[config.mk]
export PLATFORM = sky130hd
export DESIGN_NAME = dll_code_ctrl
export DESIGN_NICKNAME = d
export VERILOG_FILES = /design/src/rtl/dll_pkg.sv /design/src/rtl/dll_updn_counter.sv /design/src/rtl/dll_update_gen.sv /design/src/rtl/dll_settle_timer.sv /design/src/rtl/dll_offset_stage.sv /design/src/rtl/dll_code_ctrl.sv
export SDC_FILE = /design/constraint.sdc
export NUM_CORES = 1
export LEC_CHECK = 0
export ABC_AREA = 1
export ABC_CLOCK_PERIOD_IN_PS = 3800
export BUFFER_PORTS_ARGS = -buffer_cell sky130_fd_sc_hd__buf_4
export CAP_MARGIN = 20
export CORE_ASPECT_RATIO = 0.9
export CORE_MARGIN = 1
export CORE_UTILIZATION = 50
export DETAILED_ROUTE_END_ITERATION = 10
export PLACE_DENSITY = 0.75
export SLEW_MARGIN = 20
export SYNTH_ARGS = -nofsm -noshare
export SYNTH_HDL_FRONTEND = slang
export SYNTH_HIERARCHICAL = 1
export SYNTH_SLANG_ARGS = --single-unit
[constraint.sdc]
create_clock -name clk -period 3.8 [get_ports clk]
set_clock_uncertainty 0.15 [all_clocks]
set_input_delay 0.19 -clock clk [delete_from_list [all_inputs] [get_ports clk]]
set_output_delay 0.19 -clock clk [all_outputs]
set_load 0.1 [all_outputs]
[src/rtl/dll_pkg.sv]
package dll_pkg;

   // Largest code for a range class; the narrow class loses the top bit.
   function automatic int unsigned code_limit(input int unsigned w, input logic narrow);
      return narrow ? ((32'd1 << (w - 1)) - 1) : ((32'd1 << w) - 1);
   endfunction

   // Reset midpoint for a range class.
   function automatic int unsigned code_mid(input int unsigned w, input logic narrow);
      return narrow ? (32'd1 << (w - 2)) : (32'd1 << (w - 1));
   endfunction

endpackage

[src/rtl/dll_updn_counter.sv]
module dll_updn_counter #(
   parameter int CODE_W      = 6,
   parameter int MODE_W      = 3,
   parameter int NARROW_FROM = 4
) (
   input  logic              clk,
   input  logic              rst,
   input  logic [MODE_W-1:0] freq_mode,
   input  logic              cmp_en,
   input  logic              cmp_up,
   output logic [CODE_W-1:0] code,
   output logic [CODE_W-1:0] code_next,
   output logic [CODE_W-1:0] limit
);
   localparam logic [CODE_W-1:0] LIM_WIDE = CODE_W'(dll_pkg::code_limit(CODE_W, 1'b0));
   localparam logic [CODE_W-1:0] LIM_NARR = CODE_W'(dll_pkg::code_limit(CODE_W, 1'b1));
   localparam logic [CODE_W-1:0] MID_WIDE = CODE_W'(dll_pkg::code_mid(CODE_W, 1'b0));
   localparam logic [CODE_W-1:0] MID_NARR = CODE_W'(dll_pkg::code_mid(CODE_W, 1'b1));

   if (CODE_W < 3) begin : g_bad_width
      $error("dll_updn_counter: CODE_W must be at least 3");
   end
   if (NARROW_FROM >= (1 << MODE_W)) begin : g_bad_mode
      $error("dll_updn_counter: NARROW_FROM outside mode range");
   end

   logic              narrow_q;
   logic              rst_narrow;
   logic [CODE_W-1:0] code_q;

   assign rst_narrow = (freq_mode >= MODE_W'(NARROW_FROM));
   assign limit      = narrow_q ? LIM_NARR : LIM_WIDE;

   always_comb begin
      if (rst)
         code_next = rst_narrow ? MID_NARR : MID_WIDE;
      else if (cmp_en && cmp_up && (code_q != limit))
         code_next = code_q + CODE_W'(1);
      else if (cmp_en && !cmp_up && (code_q != '0))
         code_next = code_q - CODE_W'(1);
      else
         code_next = code_q;
   end

   always_ff @(posedge clk) begin
      code_q <= code_next;
      if (rst) narrow_q <= rst_narrow;
   end

   // Top bit forced low in the narrow class; the rest pass straight through.
   for (genvar i = 0; i < CODE_W; i++) begin : g_out
      if (i == CODE_W - 1) begin : g_top
         assign code[i] = code_q[i] & ~narrow_q;
      end else begin : g_low
         assign code[i] = code_q[i];
      end
   end

   a_r2_unit_step: assert property (@(posedge clk) disable iff (rst)
      cmp_en |=> (code_q == $past(code_q)) || (code_q == $past(code_q) + CODE_W'(1))
                 || (code_q == $past(code_q) - CODE_W'(1)));
   a_r3_top_rail: assert property (@(posedge clk) disable iff (rst)
      (cmp_en && cmp_up && code_q == limit) |=> code_q == $past(code_q));
   a_r3_bottom_rail: assert property (@(posedge clk) disable iff (rst)
      (cmp_en && !cmp_up && code_q == '0) |=> code_q == '0);
   a_r4_hold: assert property (@(posedge clk) disable iff (rst)
      !cmp_en |=> $stable(code_q));
   a_r7_narrow_top: assert property (@(posedge clk) disable iff (rst)
      narrow_q |-> !code_q[CODE_W-1]);
   a_r7_mode_held: assert property (@(posedge clk) disable iff (rst)
      1'b1 |=> $stable(narrow_q));
endmodule

[src/rtl/dll_update_gen.sv]
module dll_update_gen #(
   parameter int CODE_W      = 6,
   parameter int UPD_SAMPLES = 8
) (
   input  logic              clk,
   input  logic              rst,
   input  logic              cmp_en,
   input  logic [CODE_W-1:0] code_next,
   output logic              strobe
);
   localparam int SW = $clog2(UPD_SAMPLES);

   if (UPD_SAMPLES < 2) begin : g_bad_samples
      $error("dll_update_gen: UPD_SAMPLES must be at least 2");
   end

   logic [SW-1:0]     samp_q;
   logic [CODE_W-1:0] last_q;
   logic              wrap;
   logic              fire;

   assign wrap = cmp_en && (samp_q == SW'(UPD_SAMPLES - 1));
   assign fire = wrap && (code_next != last_q);

   always_ff @(posedge clk) begin
      if (rst) begin
         samp_q <= '0;
         last_q <= code_next;
         strobe <= 1'b0;
      end else begin
         strobe <= fire;
         if (cmp_en) samp_q <= wrap ? '0 : samp_q + SW'(1);
         if (fire)   last_q <= code_next;
      end
   end

   a_r6_one_cycle: assert property (@(posedge clk) disable iff (rst)
      strobe |=> !strobe);
   a_r6_after_wrap: assert property (@(posedge clk) disable iff (rst)
      $rose(strobe) |-> $past(wrap));
endmodule

[src/rtl/dll_settle_timer.sv]
module dll_settle_timer #(
   parameter int SETTLE_CYCLES = 1280
) (
   input  logic clk,
   input  logic rst,
   output logic ready
);
   localparam int CW = $clog2(SETTLE_CYCLES + 1);
   localparam logic [CW-1:0] DONE = CW'(SETTLE_CYCLES);

   if (SETTLE_CYCLES < 1) begin : g_bad_settle
      $error("dll_settle_timer: SETTLE_CYCLES must be positive");
   end

   logic [CW-1:0] cnt_q;

   always_ff @(posedge clk) begin
      if (rst)                cnt_q <= '0;
      else if (cnt_q != DONE) cnt_q <= cnt_q + CW'(1);
   end

   assign ready = (cnt_q == DONE);

   a_r5_ready_sticky: assert property (@(posedge clk) disable iff (rst)
      ready |=> ready);
   a_r5_count_moves: assert property (@(posedge clk) disable iff (rst)
      !ready |=> cnt_q == $past(cnt_q) + CW'(1));
endmodule

[src/rtl/dll_offset_stage.sv]
module dll_offset_stage #(
   parameter int CODE_W = 6
) (
   input  logic              clk,
   input  logic              rst,
   input  logic [CODE_W-1:0] code,
   input  logic [CODE_W-1:0] limit,
   input  logic [CODE_W-1:0] ofs,
   input  logic              sub,
   output logic [CODE_W-1:0] adj
);
   logic [CODE_W:0] sum;

   assign sum = {1'b0, code} + {1'b0, ofs};

   always_comb begin
      if (sub)
         adj = (ofs > code) ? '0 : code - ofs;
      else if (sum > {1'b0, limit})
         adj = limit;
      else
         adj = sum[CODE_W-1:0];
   end

   a_r8_in_range: assert property (@(posedge clk) disable iff (rst)
      adj <= limit);
   a_r9_sub_not_above: assert property (@(posedge clk) disable iff (rst)
      sub |-> adj <= code);
endmodule

[src/rtl/dll_code_ctrl.sv]
module dll_code_ctrl #(
   parameter int CODE_W        = 6,
   parameter int MODE_W        = 3,
   parameter int NARROW_FROM   = 4,
   parameter int UPD_SAMPLES   = 8,
   parameter int SETTLE_CYCLES = 1280
) (
   input  logic              clk,
   input  logic              rst_core,
   input  logic              rst_pin,
   input  logic [MODE_W-1:0] freq_mode,
   input  logic              cmp_en,
   input  logic              cmp_up,
   input  logic [CODE_W-1:0] ofs_val,
   input  logic              ofs_sub,
   output logic [CODE_W-1:0] code_out,
   output logic [CODE_W-1:0] code_adj,
   output logic              upd_strobe,
   output logic              ready
);
   logic              rst;
   logic [CODE_W-1:0] code_next;
   logic [CODE_W-1:0] limit;

   assign rst = rst_core | rst_pin;

   dll_updn_counter #(.CODE_W(CODE_W), .MODE_W(MODE_W), .NARROW_FROM(NARROW_FROM)) u_cnt (
      .clk(clk), .rst(rst), .freq_mode(freq_mode), .cmp_en(cmp_en), .cmp_up(cmp_up),
      .code(code_out), .code_next(code_next), .limit(limit));

   dll_update_gen #(.CODE_W(CODE_W), .UPD_SAMPLES(UPD_SAMPLES)) u_upd (
      .clk(clk), .rst(rst), .cmp_en(cmp_en), .code_next(code_next), .strobe(upd_strobe));

   dll_settle_timer #(.SETTLE_CYCLES(SETTLE_CYCLES)) u_settle (
      .clk(clk), .rst(rst), .ready(ready));

   dll_offset_stage #(.CODE_W(CODE_W)) u_ofs (
      .clk(clk), .rst(rst), .code(code_out), .limit(limit), .ofs(ofs_val),
      .sub(ofs_sub), .adj(code_adj));

   a_r1_no_strobe_in_reset: assert property (@(posedge clk)
      rst |=> !upd_strobe && !ready);
endmodule

# Yosys cells after proc, flatten, opt, wreduce, memory -nomap -nowiden
# Cells that the tools add are included.
# word_totals
reg_bits,28
input_bits,15
# classes
n_lt_le_gt_ge,3
addsub,6
n_reduce_logical,9
n_eq_ne,5
n_mux,11
n_bitwise,3
# ops
cell,n
$mux 6,10
$ne 6x6->1,2
$add 11x1->11 const B,1
$eq 11x11->1 const B,1
$ne 11x11->1 const B,1
$add 6x6->7,1
$gt 7x6->1,1
$add 6x1->6 const B,1
$gt 6x6->1,1
$logic_and 1x1->1,6
$reduce_bool 6->1,1
$sub 6x1->6 const B,1
$sub 6x6->6,1
$add 3x1->3 const B,1
$eq 3x3->1 const B,1
$ge 3x3->1 const B,1
$mux 3,1
$reduce_bool 2->1,1
$and 1x1->1,1
$logic_not 1->1,1
$not 1->1,1
$or 1x1->1,1

# Logic depth before layout (Yosys ltp)
# logic_depth
word_depth,10
depth_mapped,22

# By module
# The synthesis kept the hierarchy.
# by_module_without_submodules
mod,n_inst,cells_each,area_each_um2
dll_offset_stage,1,147,878.3
dll_updn_counter,1,95,619.3
dll_settle_timer,1,90,606.8
dll_update_gen,1,61,479.2
dll_code_ctrl,1,3,11.3

# Worst setup path after synthesis
# Ideal clock, no wire load.
# synth_timing
path_type,reg-to-output
startpoint,register u_cnt.narrow_q
endpoint,output code_adj[2]
arrival_ps,3546
setup_slack_ps,-86
stages_incl_launch_ff,20
n_path_buf,1
required_time_ps,3460
path_cell_list,edfxtp_1 -> inv_1 -> ha_1 -> ha_1 -> buf_2 -> inv_2 -> nand2_1 -> nand2_1 -> inv_1 -> ha_1 -> nand2_1 -> nor2_1 -> nand2_1 -> nand2_1 -> nand2_1 -> nand2_4 -> nand2_1 -> nand2_1 -> nand2_1 -> nand2_1
# synth_via
elab_cells_between_ends,9
# synth_rtl
item,line_no,text
start: declaration,dll_updn_counter.sv:27,logic narrow_q;
start signal: assignment,dll_updn_counter.sv:47,if (rst) narrow_q <= rst_narrow;
$mux 6,dll_updn_counter.sv:32,assign limit = narrow_q ? LIM_NARR : LIM_WIDE;
net limit[5],dll_code_ctrl.sv:23,logic [CODE_W-1:0] limit;
$gt 7x6->1,dll_offset_stage.sv:19,"else if (sum > {1'b0, limit})"
$mux 6,dll_offset_stage.sv:19,
$mux 6,dll_offset_stage.sv:17,if (sub)
end: declaration,dll_code_ctrl.sv:17,"output logic [CODE_W-1:0] code_adj,"
# The timed path passes the listed nets, and every way through them passes these cells.

# Final worst setup path
# layout_timing
startpoint,register u_cnt.code_q[0]
endpoint,output code_adj[5]
# layout_via
elab_chain_cells,4
elab_cells_between_ends,7
# layout_rtl
item,line_no,text
start: declaration,dll_updn_counter.sv:29,logic [CODE_W-1:0] code_q;
start signal: assignment,dll_updn_counter.sv:46,code_q <= code_next;
$add 6x6->7,dll_offset_stage.sv:14,"assign sum = {1'b0, code} + {1'b0, ofs};"
$gt 7x6->1,dll_offset_stage.sv:19,
$mux 6,dll_offset_stage.sv:19,
$mux 6 (*),dll_offset_stage.sv:17,
# Mark *: on every way between the ends. The rest lies on a longest branch, timed or not.

==> results.toml <==
[run]
max-cap-violations = 0

[worst_setup_path]
required_ns = 3.46
endpoint_kind = "output port"
crit_fanout = 7
path_delay_family = "simple AND/OR/NAND/NOR gates"
start_kind = "flop"
critPathMaxStageDelay_ns = 0.39
cpMaxStageDelayCell = "fa_1"
r2r_setup_slack_ns = 1.02
path_buf_inv = 3
crit_top_cell = "nand2_1"
timing.rr.start = "u_cnt/code_q[1]"
rr_worst_depth = 15
criticalPathCategory = "reg -> out"
r2r_end = "u_upd/last_q[3]"
crit_chain = "ha_1 > inv_1 > fa_1 > nand3b_1 > nand2_2 > nand2_1 > nand2_1 > inv_1 > ha_1 > nand2_1 > nor2_1 > nand2_1 > nand2_1 > nand2_1 > nand2_4 > nand2_1 > nand3_1 > nand2_1 > buf_4"
critPathArrivalTime_ns = 3.19

[finish]
drive_gt1_share_pct = 13.9
nets = 460
fill_cells = 488
area_growth_pct = 10.2
fin_cells = 481
antenna_cells = 0

[route]
vias_per_cell = 4.79
vias = 2302
drt-pass1-iter-count = 4
wire_per_inst_um = 10.4
ant_nets = 0
drt-total-wl_um = 4990
drc = 0
drtIter0Drc = 74

[global_routing]
grt_pass1_vias = 2068
overflow = 0
grt_pass1_wl_um = 8650
grt_max_degree = 19
grtUsageTotal_pct = 19.3
grt_antenna_before_repair = 0

[min_path]
worstHoldStart = "cmp_en"
whs_endpoint = "u_upd/samp_q[0]"
min_path_type = "in -> reg"
whs_path_depth = 2

[timing]
rsz0062_at_grt = "no"
hold_viol_final = 0
slew_headroom_pct = 59.9
worst_slew_pin_slew_ns = 0.600
max_freq_mhz = 284
period_share_pct = 92.8
tns_ns = 0
drv_slew = 0
fin_crit_ns = 3.53
worst_slack_ns = 0.273
setup_viol = 0

[power]
p_clk_share_pct = 18.7
p_comb_share_pct = 45.8
ir_drop_v = 0.000266
netSwitchingPower_uw = 401
finalPower_uw = 937
seq_power_share_pct = 35.4
p_sw_share_pct = 42.8
powerDensity_mw_per_mm2 = 328
p_int_uw = 536
power.leakage_nw = 1.56

[synth]
synth_top_cell_area_share_pct = 16.3
synthTopCellsByArea = "nand2_1 16%, dfxtp_1 16%, ha_1 13%"
syn_inst = 396
yosys_warnings = 6
ys_seq_elements = 28
synth_seq_area_share_pct = 24.3
synth_edf_count = 7
synth_ff_type = "dfxtp_1"
syn_avg_cell_area_um2 = 6.55
yosys.area.top_type = "nand2_1"
async_flop_share_pct = 0
synth_cell_types = 37
syn_area_mm2 = 0.00259

[die]
coreArea_mm2 = 0.00492
core.rowCount = 24
die_w_um = 77.9
ios = 29
start_util_pct = 52.7
die_h_um = 70.3
die_area_mm2 = 0.00548

[placement]
hpwl_um = 4070
port_buffers = 26
place_congestion = 0.833
pre_cts_ws_ns = 0.555
dp.cells = 476

[clock_tree]
htree_levels = 1
cts.sinks = 28
clkLatencyLatePin_ns = 0.27
cts_buffers = 3
cts_tree = "done"
clk_pin_slew_ns = 0.09
cts_buffer_depth = 2
root_buffer = "clkbuf_8"
cts_setup_buffers = 0

[outcome]
outcome = "complete, no violations"
==> kinds of logic after synthesis <==
family                     after synthesis  share of synthesized area, %
and+or+nand+nor                        208                          35.6
buffers and inverters                   91                          15.3
AOI/OAI and AO/OA                       30                          7.18
adders and majority gates               28                          14.1
DFF                                     28                          24.3
xor gates and xnor gates                10                          3.38
other                                    1                         0.145
==> state kept, by name (all words and copies together), names as in the netlist <==
name / cells
u_cnt/code_q: 6
u_cnt/narrow_q: 1
u_settle/cnt_q: 11
u_upd/last_q: 6
u_upd/samp_q: 3
u_upd/strobe: 1
==> worst max path at each step <==
stage | from | end | slack [ns] | depth (start not counted)
finish | u_cnt/code_q[0] | code_adj[5] | 0.27 | 19
detailed placement | u_cnt/code_q[1] | code_adj[5] | 0.55 | 18
global route | u_cnt/code_q[0] | code_adj[5] | 0.06 | 19
CTS | u_cnt/code_q[3] | code_adj[5] | 0.24 | 17
floorplan | u_cnt/code_q[0] | code_adj[5] | 0.14 | 19
global placement | u_cnt/code_q[1] | code_adj[5] | 0.56 | 18
==> worst reg2reg max path, cell delays in order, from the launching register on <==
cell and delay [ns]:
dfxtp_2 0.43, buf_4 0.16, ha_1 0.19, nand3_1 0.13, nand2_1 0.13, nand2_4 0.09, inv_2 0.09, a21oi_1 0.06
nor3_1 0.38, inv_1 0.09, nand2_1 0.07, nand2_1 0.07, nor2_1 0.13, nand3_1 0.10, nand2_1 0.09, nand2_1 0.16
==> area by class of cell <==
cell class                 instances  area (um2)  share of cell area [%]
clock buffer                       4        55.1                    1.93
inverter                          73         277                    9.67
multi-input combinational        281        1580                    55.4
sequential                        28         634                    22.2
tap                               65        81.3                    2.84
timing repair buffer              30         228                    7.96
==> timing repair <==
item,in CTS,in global routing
gates resized for setup,0,3
endpoints found under the setup margin,0,2
hold endpoints to repair,1,0
hold buffers,1,0
==> per-layer routing <==
metal  up-vias  routed length [um]  track usage (%)  share of wire, %
met2        35                2400             35.4                48
met3         4                 129             1.44               2.6
li1       1259                   -                -                 -
met4         0                  40             4.32              0.80
met5         -                   0                0                 0
met1      1004                2420             24.6                49
==> placed cells by master, fill, tap and decap left out, drive strengths merged, types with 6 or more instances in the layout <==
master / n
nand2: 118
edfxtp: 7
o21ai: 7
inv: 73
nand4: 6
nor2: 37
a21oi: 19
nand3: 33
ha: 26
xor2: 7
buf: 29
nor3: 7
dfxtp: 21
==> cell usage after synthesis, drive strengths merged, types with 3 or more instances <==
library cell / instances
o21ai: 7
nor2: 37
ha: 26
nand3b: 3
edfxtp: 7
or2: 3
nand4: 6
a21oi: 19
nand2: 118
buf: 16
xnor2: 3
xor2: 7
dfxtp: 21
nor3: 7
nand3: 33
inv: 73
==> power groups by stage <==
stage | Clock, mW | Combinational (mW) | Sequential, mW
after CTS | 0.180 | 0.429 | 0.332
final | 0.176 | 0.429 | 0.332
after global placement | 0 | 0.419 | 0.338
after global routing | 0.196 | 0.472 | 0.334
after floorplan | 0 | 0.355 | 0.334
after detailed placement | 0 | 0.425 | 0.339
==> per-stage QoR <==
| step | util, % | cell area, um2 | hold slack, ns |
|---|---|---|---|
| floorplan | - | 2610 | 0.136 |
| global placement | 56.7 | 2790 | 0.248 |
| detailed placement | 56.7 | 2790 | 0.248 |
| CTS | 58.0 | 2860 | 0.00372 |
| global route | 58.1 | 2860 | 0.00563 |
| finish | 58.1 | 2860 | 0.00432 |
No activity file was read; power rests on OpenSTA's default activity.
